`src/rtl/combiner_pkg.sv`:
```
package combiner_pkg;
    localparam int LANE_W          = 8;
    localparam int GROUPS_PER_BANK = 4;
    localparam int WORD_W          = LANE_W * GROUPS_PER_BANK;

    localparam logic [3:0] OFS_SET  = 4'h0;
    localparam logic [3:0] OFS_CLR  = 4'h4;
    localparam logic [3:0] OFS_STAT = 4'hC;

    typedef enum logic [1:0] {
        REG_NONE,
        REG_SET,
        REG_CLR,
        REG_STAT
    } reg_kind_e;
endpackage

```
`src/rtl/cmb_sync.sv`:
```
module cmb_sync #(
    parameter int WIDTH = 8
) (
    input  logic             clk,
    input  logic             rst_n,
    input  logic [WIDTH-1:0] async_i,
    output logic [WIDTH-1:0] sync_o
);
    logic [WIDTH-1:0] stage1_q;
    logic [WIDTH-1:0] stage2_q;

    always_ff @(posedge clk or negedge rst_n) begin
        if (!rst_n) stage1_q <= '0;
        else        stage1_q <= async_i;
    end

    always_ff @(posedge clk or negedge rst_n) begin
        if (!rst_n) stage2_q <= '0;
        else        stage2_q <= stage1_q;
    end

    assign sync_o = stage2_q;
endmodule

```
`src/rtl/cmb_group.sv`:
```
module cmb_group
    import combiner_pkg::*;
(
    input  logic              clk,
    input  logic              rst_n,
    input  logic [LANE_W-1:0] lvl_i,
    input  logic [LANE_W-1:0] set_m_i,
    input  logic [LANE_W-1:0] clr_m_i,
    output logic [LANE_W-1:0] en_o,
    output logic [LANE_W-1:0] stat_o,
    output logic              irq_o
);
    logic [LANE_W-1:0] en_q;
    logic [LANE_W-1:0] en_d;

    always_comb begin
        en_d = (en_q | set_m_i) & ~clr_m_i;
    end

    always_ff @(posedge clk or negedge rst_n) begin
        if (!rst_n) en_q <= '0;
        else        en_q <= en_d;
    end

    assign en_o   = en_q;
    assign stat_o = lvl_i & en_q;
    assign irq_o  = |stat_o;


    set_takes_chk: assert property (@(posedge clk) disable iff (!rst_n)
        (set_m_i != '0 && clr_m_i == '0) |=> ((en_q & $past(set_m_i)) == $past(set_m_i)));


    clr_takes_chk: assert property (@(posedge clk) disable iff (!rst_n)
        (clr_m_i != '0) |=> ((en_q & $past(clr_m_i)) == '0));


    idle_keeps_en_chk: assert property (@(posedge clk) disable iff (!rst_n)
        (set_m_i == '0 && clr_m_i == '0) |=> $stable(en_q));


    irq_needs_enable_chk: assert property (@(posedge clk) disable iff (!rst_n)
        (en_q == '0) |-> !irq_o);
endmodule

```
`src/rtl/cmb_regif.sv`:
```
module cmb_regif
    import combiner_pkg::*;
#(
    parameter int NUM_GROUPS = 6,
    parameter int ADDR_W     = 8
) (
    input  logic                         clk,
    input  logic                         rst_n,
    input  logic                         reg_en,
    input  logic                         reg_we,
    input  logic [ADDR_W-1:0]            reg_addr,
    input  logic [WORD_W-1:0]            reg_wdata,
    input  logic [NUM_GROUPS*LANE_W-1:0] en_all_i,
    input  logic [NUM_GROUPS*LANE_W-1:0] stat_all_i,
    output logic [NUM_GROUPS*LANE_W-1:0] set_m_o,
    output logic [NUM_GROUPS*LANE_W-1:0] clr_m_o,
    output logic [WORD_W-1:0]            reg_rdata
);
    localparam int NUM_BANKS = (NUM_GROUPS + GROUPS_PER_BANK - 1) / GROUPS_PER_BANK;
    localparam int BANK_W    = ADDR_W - 4;
    localparam int SRC_W     = NUM_GROUPS * LANE_W;
    localparam int PAD_W     = NUM_BANKS * WORD_W;

    logic [BANK_W-1:0] bank;
    logic [3:0]        ofs;
    logic              bank_ok;
    reg_kind_e         kind;
    logic              rd_acc;
    logic              wr_acc;
    logic [PAD_W-1:0]  en_pad;
    logic [PAD_W-1:0]  stat_pad;
    logic [WORD_W-1:0] en_word;
    logic [WORD_W-1:0] stat_word;
    logic [WORD_W-1:0] rd_next;
    logic [WORD_W-1:0] rdata_q;

    assign bank    = reg_addr[ADDR_W-1:4];
    assign ofs     = reg_addr[3:0];
    assign bank_ok = ({{(32-BANK_W){1'b0}}, bank} < 32'(NUM_BANKS));
    assign rd_acc  = reg_en && !reg_we;
    assign wr_acc  = reg_en && reg_we;

    always_comb begin
        kind = REG_NONE;
        if (bank_ok) begin
            unique case (ofs)
                OFS_SET:  kind = REG_SET;
                OFS_CLR:  kind = REG_CLR;
                OFS_STAT: kind = REG_STAT;
                default:  kind = REG_NONE;
            endcase
        end
    end

    assign en_pad   = PAD_W'(en_all_i);
    assign stat_pad = PAD_W'(stat_all_i);

    always_comb begin
        en_word   = '0;
        stat_word = '0;
        for (int b = 0; b < NUM_BANKS; b++) begin
            if (bank == BANK_W'(b)) begin
                en_word   = en_pad[b*WORD_W +: WORD_W];
                stat_word = stat_pad[b*WORD_W +: WORD_W];
            end
        end
    end

    always_comb begin
        unique case (kind)
            REG_SET, REG_CLR: rd_next = en_word;
            REG_STAT:         rd_next = stat_word;
            default:          rd_next = '0;
        endcase
    end

    always_ff @(posedge clk or negedge rst_n) begin
        if (!rst_n)      rdata_q <= '0;
        else if (rd_acc) rdata_q <= rd_next;
    end

    assign reg_rdata = rdata_q;

    for (genvar g = 0; g < NUM_GROUPS; g++) begin : g_lane
        localparam int BK = g / GROUPS_PER_BANK;
        localparam int LN = g % GROUPS_PER_BANK;
        logic hit;
        assign hit = wr_acc && (bank == BANK_W'(BK));
        assign set_m_o[g*LANE_W +: LANE_W] =
            (hit && kind == REG_SET) ? reg_wdata[LN*LANE_W +: LANE_W] : '0;
        assign clr_m_o[g*LANE_W +: LANE_W] =
            (hit && kind == REG_CLR) ? reg_wdata[LN*LANE_W +: LANE_W] : '0;
    end


    unmapped_read_zero_chk: assert property (@(posedge clk) disable iff (!rst_n)
        (rd_acc && kind == REG_NONE) |=> (reg_rdata == '0));


    rdata_hold_chk: assert property (@(posedge clk) disable iff (!rst_n)
        !rd_acc |=> $stable(reg_rdata));


    stat_write_inert_chk: assert property (@(posedge clk) disable iff (!rst_n)
        (wr_acc && (kind == REG_STAT || kind == REG_NONE)) |-> (set_m_o == '0 && clr_m_o == '0));


    one_bank_written_chk: assert property (@(posedge clk) disable iff (!rst_n)
        !wr_acc |-> (set_m_o == SRC_W'(0) && clr_m_o == SRC_W'(0)));
endmodule

```
`src/rtl/irq_group_combiner.sv`:
```
module irq_group_combiner
    import combiner_pkg::*;
#(
    parameter int NUM_GROUPS = 6,
    parameter int ADDR_W     = 8
) (
    input  logic                         clk,
    input  logic                         rst_n,
    input  logic [NUM_GROUPS*8-1:0]      src_i,
    input  logic                         reg_en,
    input  logic                         reg_we,
    input  logic [ADDR_W-1:0]            reg_addr,
    input  logic [31:0]                  reg_wdata,
    output logic [31:0]                  reg_rdata,
    output logic [NUM_GROUPS-1:0]        irq_o
);
    localparam int SRC_W = NUM_GROUPS * LANE_W;

    logic [SRC_W-1:0] lvl;
    logic [SRC_W-1:0] en_all;
    logic [SRC_W-1:0] stat_all;
    logic [SRC_W-1:0] set_m;
    logic [SRC_W-1:0] clr_m;

    cmb_sync #(.WIDTH(SRC_W)) u_sync (
        .clk     (clk),
        .rst_n   (rst_n),
        .async_i (src_i),
        .sync_o  (lvl)
    );

    cmb_regif #(.NUM_GROUPS(NUM_GROUPS), .ADDR_W(ADDR_W)) u_regif (
        .clk        (clk),
        .rst_n      (rst_n),
        .reg_en     (reg_en),
        .reg_we     (reg_we),
        .reg_addr   (reg_addr),
        .reg_wdata  (reg_wdata),
        .en_all_i   (en_all),
        .stat_all_i (stat_all),
        .set_m_o    (set_m),
        .clr_m_o    (clr_m),
        .reg_rdata  (reg_rdata)
    );

    for (genvar g = 0; g < NUM_GROUPS; g++) begin : g_grp
        cmb_group u_grp (
            .clk     (clk),
            .rst_n   (rst_n),
            .lvl_i   (lvl[g*LANE_W +: LANE_W]),
            .set_m_i (set_m[g*LANE_W +: LANE_W]),
            .clr_m_i (clr_m[g*LANE_W +: LANE_W]),
            .en_o    (en_all[g*LANE_W +: LANE_W]),
            .stat_o  (stat_all[g*LANE_W +: LANE_W]),
            .irq_o   (irq_o[g])
        );
    end


    quiet_without_enables_chk: assert property (@(posedge clk) disable iff (!rst_n)
        (en_all == '0) |-> (irq_o == '0));
endmodule

```
`config.mk`:
```
export PLATFORM = sky130hd
export DESIGN_NAME = irq_group_combiner
export DESIGN_NICKNAME = d
export VERILOG_FILES = /design/src/rtl/combiner_pkg.sv /design/src/rtl/cmb_sync.sv /design/src/rtl/cmb_group.sv /design/src/rtl/cmb_regif.sv /design/src/rtl/irq_group_combiner.sv
export SDC_FILE = /design/constraint.sdc
export NUM_CORES = 1
export LEC_CHECK = 0
export BUFFER_PORTS_ARGS = -buffer_cell sky130_fd_sc_hd__buf_2
export CORE_UTILIZATION = 42
export DETAILED_ROUTE_END_ITERATION = 10
export PLACE_DENSITY_LB_ADDON = 0.05
export SLEW_MARGIN = 30
export SYNTH_ARGS = -nofsm -noshare
export SYNTH_HDL_FRONTEND = slang
export SYNTH_SLANG_ARGS = --single-unit
```
`constraint.sdc`:
```
create_clock -name clk -period 1.05 [get_ports clk]
set_input_delay 0.105 -clock clk [delete_from_list [all_inputs] [get_ports clk]]
set_output_delay 0.105 -clock clk [all_outputs]
set_load 0.05 [all_outputs]
```
# ---- After elaboration in Yosys (flattened, before gate mapping)
# Index checks and enable logic that the tools add are counted.
dict set report op_classes {
  magnitude_cmp 1
  eq_ne 6
  mux 19
  n_bitwise 24
  n_reduce_logical 18
}
# cell n
set ops {}
lappend ops {{2-to-1 mux 32 bit} 4}
lappend ops {{AND 8 bit} 12}
lappend ops {{2-to-1 mux 8 bit} 12}
lappend ops {{case mux 32 bit (2 select lines)} 1}
lappend ops {{NOT 8 bit} 6}
lappend ops {{bitwise OR 8 bit} 6}
lappend ops {{OR reduction 8 bit} 6}
lappend ops {{logical AND 1 bit} 8}
lappend ops {{logical NOT 4 bit} 2}
lappend ops {{case mux 2 bit (3 select lines)} 1}
lappend ops {{equality test 2 bit (second input constant)} 2}
lappend ops {{equality test 4 x 1 -> 1 bit (second input constant)} 1}
lappend ops {{equality test 4 x 3 -> 1 bit (second input constant)} 1}
lappend ops {{equality test 4 bit (second input constant)} 1}
lappend ops {{< comparator 4 x 2 -> 1 bit (second input constant)} 1}
lappend ops {{equality test 2 x 1 -> 1 bit (second input constant)} 1}
lappend ops {{2-to-1 mux 2 bit} 1}
lappend ops {{OR reduction 2 bit} 1}
lappend ops {{logical NOT 1 bit} 1}
dict set report word_totals {
  reg_bits 176
  input_bits 92
  output_inout_bits 38
  wordCells 77
}

# ---- Longest topological paths before layout
dict set report logic_depth {
  depth_word 8
  mapped_depth 10
  depth_no_buf 7
}

# ---- By module
# A second synthesis with hierarchy kept.
dict set report hier_totals {
  hier_cells 598
  area_unflattened_um2 7026.7
}
# module n_inst cells_each area_each_um2 seq_area_each_um2
set by_module_without_submodules {}
lappend by_module_without_submodules {cmb_regif 1 292 2605.0 800.8}
lappend by_module_without_submodules {cmb_sync 1 96 2402.3 2402.3}
lappend by_module_without_submodules {cmb_group 6 35 336.6 200.2}

# ---- Least setup slack after synthesis
# No wires, ideal clock.
dict set report synth_timing {
  path_type {input to register}
  from {input reg_addr[5]}
  to {register u_regif.rdata_q[12], in the netlist u_regif.reg_rdata[12]}
  setup_ps 142
  arrival_ps 1642
  t_required_ps 908
  slack_ps -735
  stages 9
  n_path_buf 2
  cell_sequence {nor3_1 and3_1 inv_1 ha_1 clkbuf_1 clkbuf_1 a21bo_2 nand2_1 o221ai_1}
}
dict set report synth_between {
  elab_chain_len 5
  word_cells_on_any_way 13
  cone_classes {order compare: 1; eq/ne: 4; mux: 6; reduce/logical: 2}
}
# element line
set synth_rtl {}
lappend synth_rtl {{from (decl)} irq_group_combiner.sv:12} ;# input logic [ADDR_W-1:0] reg_addr,
lappend synth_rtl {{< comparator 4 x 2 -> 1 bit} cmb_regif.sv:39} ;# assign bank_ok = ({{(32-BANK_W){1'b0}}, bank} < 32'(NUM_BANKS));
lappend synth_rtl {{2-to-1 mux 2 bit} cmb_regif.sv:45} ;# if (bank_ok) begin
lappend synth_rtl {{equality test 2 bit or equality test 2 x 1 -> 1 bit (tied branches)} cmb_regif.sv:70} ;# unique case (kind)
lappend synth_rtl {{OR reduction 2 bit} cmb_regif.sv:70}
lappend synth_rtl {{case mux 32 bit (2 select lines) *} cmb_regif.sv:70}
lappend synth_rtl {{to (signal assigned)} cmb_regif.sv:79} ;# else if (rd_acc) rdata_q <= rd_next;
lappend synth_rtl {{to (decl)} cmb_regif.sv:35} ;# logic [WORD_W-1:0] rdata_q;
# Every way passes the cells marked *; elsewhere a longest branch is shown, timed or not.
# A chain may end at the register's enable or synchronous reset.

# ---- Worst setup path after layout
dict set report layout_timing {
  from {register u_sync.stage2_q[23], in the netlist u_sync.sync_o[23]}
  to {output irq_o[2]}
}
dict set report layout_between {
  elab_chain_len 2
}
# element line
set layout_rtl {}
lappend layout_rtl {{from (decl)} cmb_sync.sv:10} ;# logic [WIDTH-1:0] stage2_q;
lappend layout_rtl {{from (signal assigned)} cmb_sync.sv:19} ;# else stage2_q <= stage1_q;
lappend layout_rtl {{AND 8 bit} cmb_group.sv:26} ;# assign stat_o = lvl_i & en_q;
lappend layout_rtl {{OR reduction 8 bit} cmb_group.sv:27} ;# assign irq_o = |stat_o;
lappend layout_rtl {{to (decl)} irq_group_combiner.sv:15} ;# output logic [NUM_GROUPS-1:0] irq_o
# No other way between the ends.

==> flow_summary.ini <==
[status]
status = complete, but fails checks
violations = negative setup slack

[clocking]
cts_root_buffer = clkbuf_16
cts_tree = built
cts_sinks = 176
cts_buffers = 17
clock_latency_ns = 0.43
clk_pin_slew_ns = 0.07
htree_num_levels = 4
cts_buffer_depth = 2

[synthesis]
yosysWarnings = 0
ys_async_sr_fraction = 1.00
ys.flop_type = dfrtp_1
synth_area_um2 = 6580
ys_ff_latch = 176
synthTopCellsByArea = dfrtp_1 67%, a31oi_1 6.1%, a21bo_2 4.9%
avgSynthCellArea_um2 = 12.5
syn-num-nets = 623
synth_top_area_share = 0.669
yosysSeqAreaShare = 0.669
synth_edf_count = 0
synth_cells = 527
synth_cell_types = 28
yosys.area.top_type = dfrtp_1

[placed_design]
finalWeightedCongestion = 0.810
numPlacedInstances = 904
pre_cts_ws_ns = -0.798
io_buffers = 129
hpwlAfterDp_um = 11300

[finish]
diodes = 0
drive_gt1_frac = 0.547
syn2layout_area_growth_pct = 73.8
fin_nets = 947
instances_no_fill = 1074
fill_cells = 950

[sta]
skew_ns = 0.00950
hold-worst-slack_ns = 0.0914
setup_tns_ns = -20.75
setup_viol = 118
worstMarginPinSlew_ns = 0.347
grt_setup_unrepaired = true
fin_crit_ns = 1.52
fmax_mhz = 658
min_period_over_period = 1.45
slew_headroom = 0.768
setup_ws_ns = -0.470
drv_slew = 0
hold_viol = 0

[floorplanning]
io_pins = 130
core-area_um2 = 15300
dieHeight_um = 127
dieArea_um2 = 16200
die_w_um = 127
initial_utilization = 0.431
rows = 45

[route]
drt-initial-drc-count = 320
drt_first_pass_iters = 6
wl_per_cell_um = 20.9
routed_wl_um = 22400
routedLengthMet1_um = 9350
drtAntennaViolNets = 0
vias = 5844
dr_wl_met3_um = 895
route.detailed.drc = 0
met2_length_um = 11700
post_drt_via_cell_ratio = 5.44
maxUsedRoutingLayer = met4

[critical_path]
cp_slowest_cell = dfrtp_1
worstPathCellList = a22oi_2 > nand4_1 > buf_6
cpPeakStageDelay_ns = 0.43
cp.buffers_inverters = 1
cp_max_fo = 2
critical_path_required_ns = 0.94
worstSetupStartpointType = flop
cp.arrival_ns = 1.42
critical_path_class = reg2out
crit_family = flip-flops
end_kind = output pin

[power]
power.total_mw = 14.6
ir_drop_uv = 1130
leakage_nw = 5.14
p_per_area_nw_per_um2 = 1280

[global_route]
grt_max_degree = 62
antenna_found_initial = 0
grt_overflow_total = 0
track_usage = 0.275
grt_pass1_vias = 6052
grt_pass1_wl_um = 32700

[run]
max-cap-violations = 0

[worst_hold_path]
min_path_type = in2async
-- final cells by class --
| cell class | count | area [um^2] | area share |
|---|---|---|---|
| inverters | 2 | 12.5 | 0.00109 |
| well taps | 211 | 264 | 0.0231 |
| clock buffers | 20 | 457 | 0.0399 |
| flip-flops and latches | 176 | 4400 | 0.385 |
| multi-input cells | 313 | 2980 | 0.261 |
| repair buffers | 341 | 3190 | 0.279 |
| clock inverters | 11 | 130 | 0.0114 |
-- cell usage after synthesis, drive strengths merged, types with 2 or more instances --
library cell  count
dfrtp           176
nand2            82
a31oi            64
a21bo            32
a21oi            32
a22oi            24
clkbuf           23
buf              19
a21boi           16
o221ai           16
o31ai            16
nand4             6
and3              4
ha                4
and2              2
inv               2
nand2b            2
-- power by group --
part	leakage [nW]	total (mW)	internal, mW	switching (mW)
Clock	0.276	6.37	3.64	2.73
Combinational	2.63	1.11	0.567	0.538
Sequential	2.24	7.11	6.98	0.131
Total	5.14	14.6	11.2	3.40
-- path summary, 6_finish.rpt --
kind | from | end | slack (ns) | cells after the start
worst max-delay path | u_sync.sync_o[23]$_DFF_PN0_ | irq_o[2] | -0.47 | 3
worst min-delay path | rst_n | u_sync.sync_o[22]$_DFF_PN0_ | 0.09 | 2
worst max register to register | g_grp[1].u_grp.en_o[3]$_DFF_PN0_ | g_grp[1].u_grp.en_o[3]$_DFF_PN0_ | -0.07 | 5
worst min register to register | u_sync.stage1_q[0]$_DFF_PN0_ | u_sync.sync_o[0]$_DFF_PN0_ | 0.35 | 0
max in group asynchronous | rst_n | u_sync.sync_o[33]$_DFF_PN0_ | 0.38 | 3
min in group clk | src_i[47] | u_sync.stage1_q[47]$_DFF_PN0_ | 0.30 | 2
-- logic make-up (layout without fill, tap and decap cells) --
logic type      count (synthesis)  count (layout)  share of synthesized area
compound gates                200             200                      0.219
xor+xnor                        1               1                    0.00133
fa+ha+maj                       4               4                    0.00761
buf+inv                        44             374                     0.0319
flops                         176             176                      0.669
simple gates                  102             108                     0.0707
-- placed cells by master (no fill, tap or decap), drive strengths merged, types with 2 or more instances in the layout --
cell	n
o221ai	16
clkinv	2
ha	4
a21boi	16
nand4	6
dfrtp	176
nand2	82
nand2b	2
clkbuf	21
clkinvlp	4
o31ai	16
a21oi	32
and2	2
a31oi	64
bufinv	2
inv	5
a21bo	32
a22oi	24
dlygate4sd3	81
and3	10
buf	259
-- metal layers --
layer | track usage | vias up
met5 | 0 | -
met4 | 0.0910 | 0
met3 | 0.0599 | 49
met2 | 0.464 | 209
met1 | 0.355 | 2986
li1 | - | 2600
-- metrics by stage --
stage | area [um^2] | util
floorplan | 6780 | -
global placement | 8150 | 0.534
detailed placement | 8150 | 0.534
CTS | 10900 | 0.713
global route | 11400 | 0.750
finish | 11400 | 0.750
-- registers in the layout, summed over array words and instances (netlist names) --
register           flops
g_grp.u_grp.en_o      48
u_regif.reg_rdata     32
u_sync.sync_o         48
u_sync.stage1_q       48
-- timing repair --
action | in CTS | in global routing
hold buffers | 81 | 0
resized for setup | 212 | 85
setup buffers | 31 | 17
cloned | 16 | 3
setup endpoints to repair | 118 | 118
hold endpoints to repair | 272 | 0
pin swaps | 95 | 43
(Power assumes the default switching activity.)
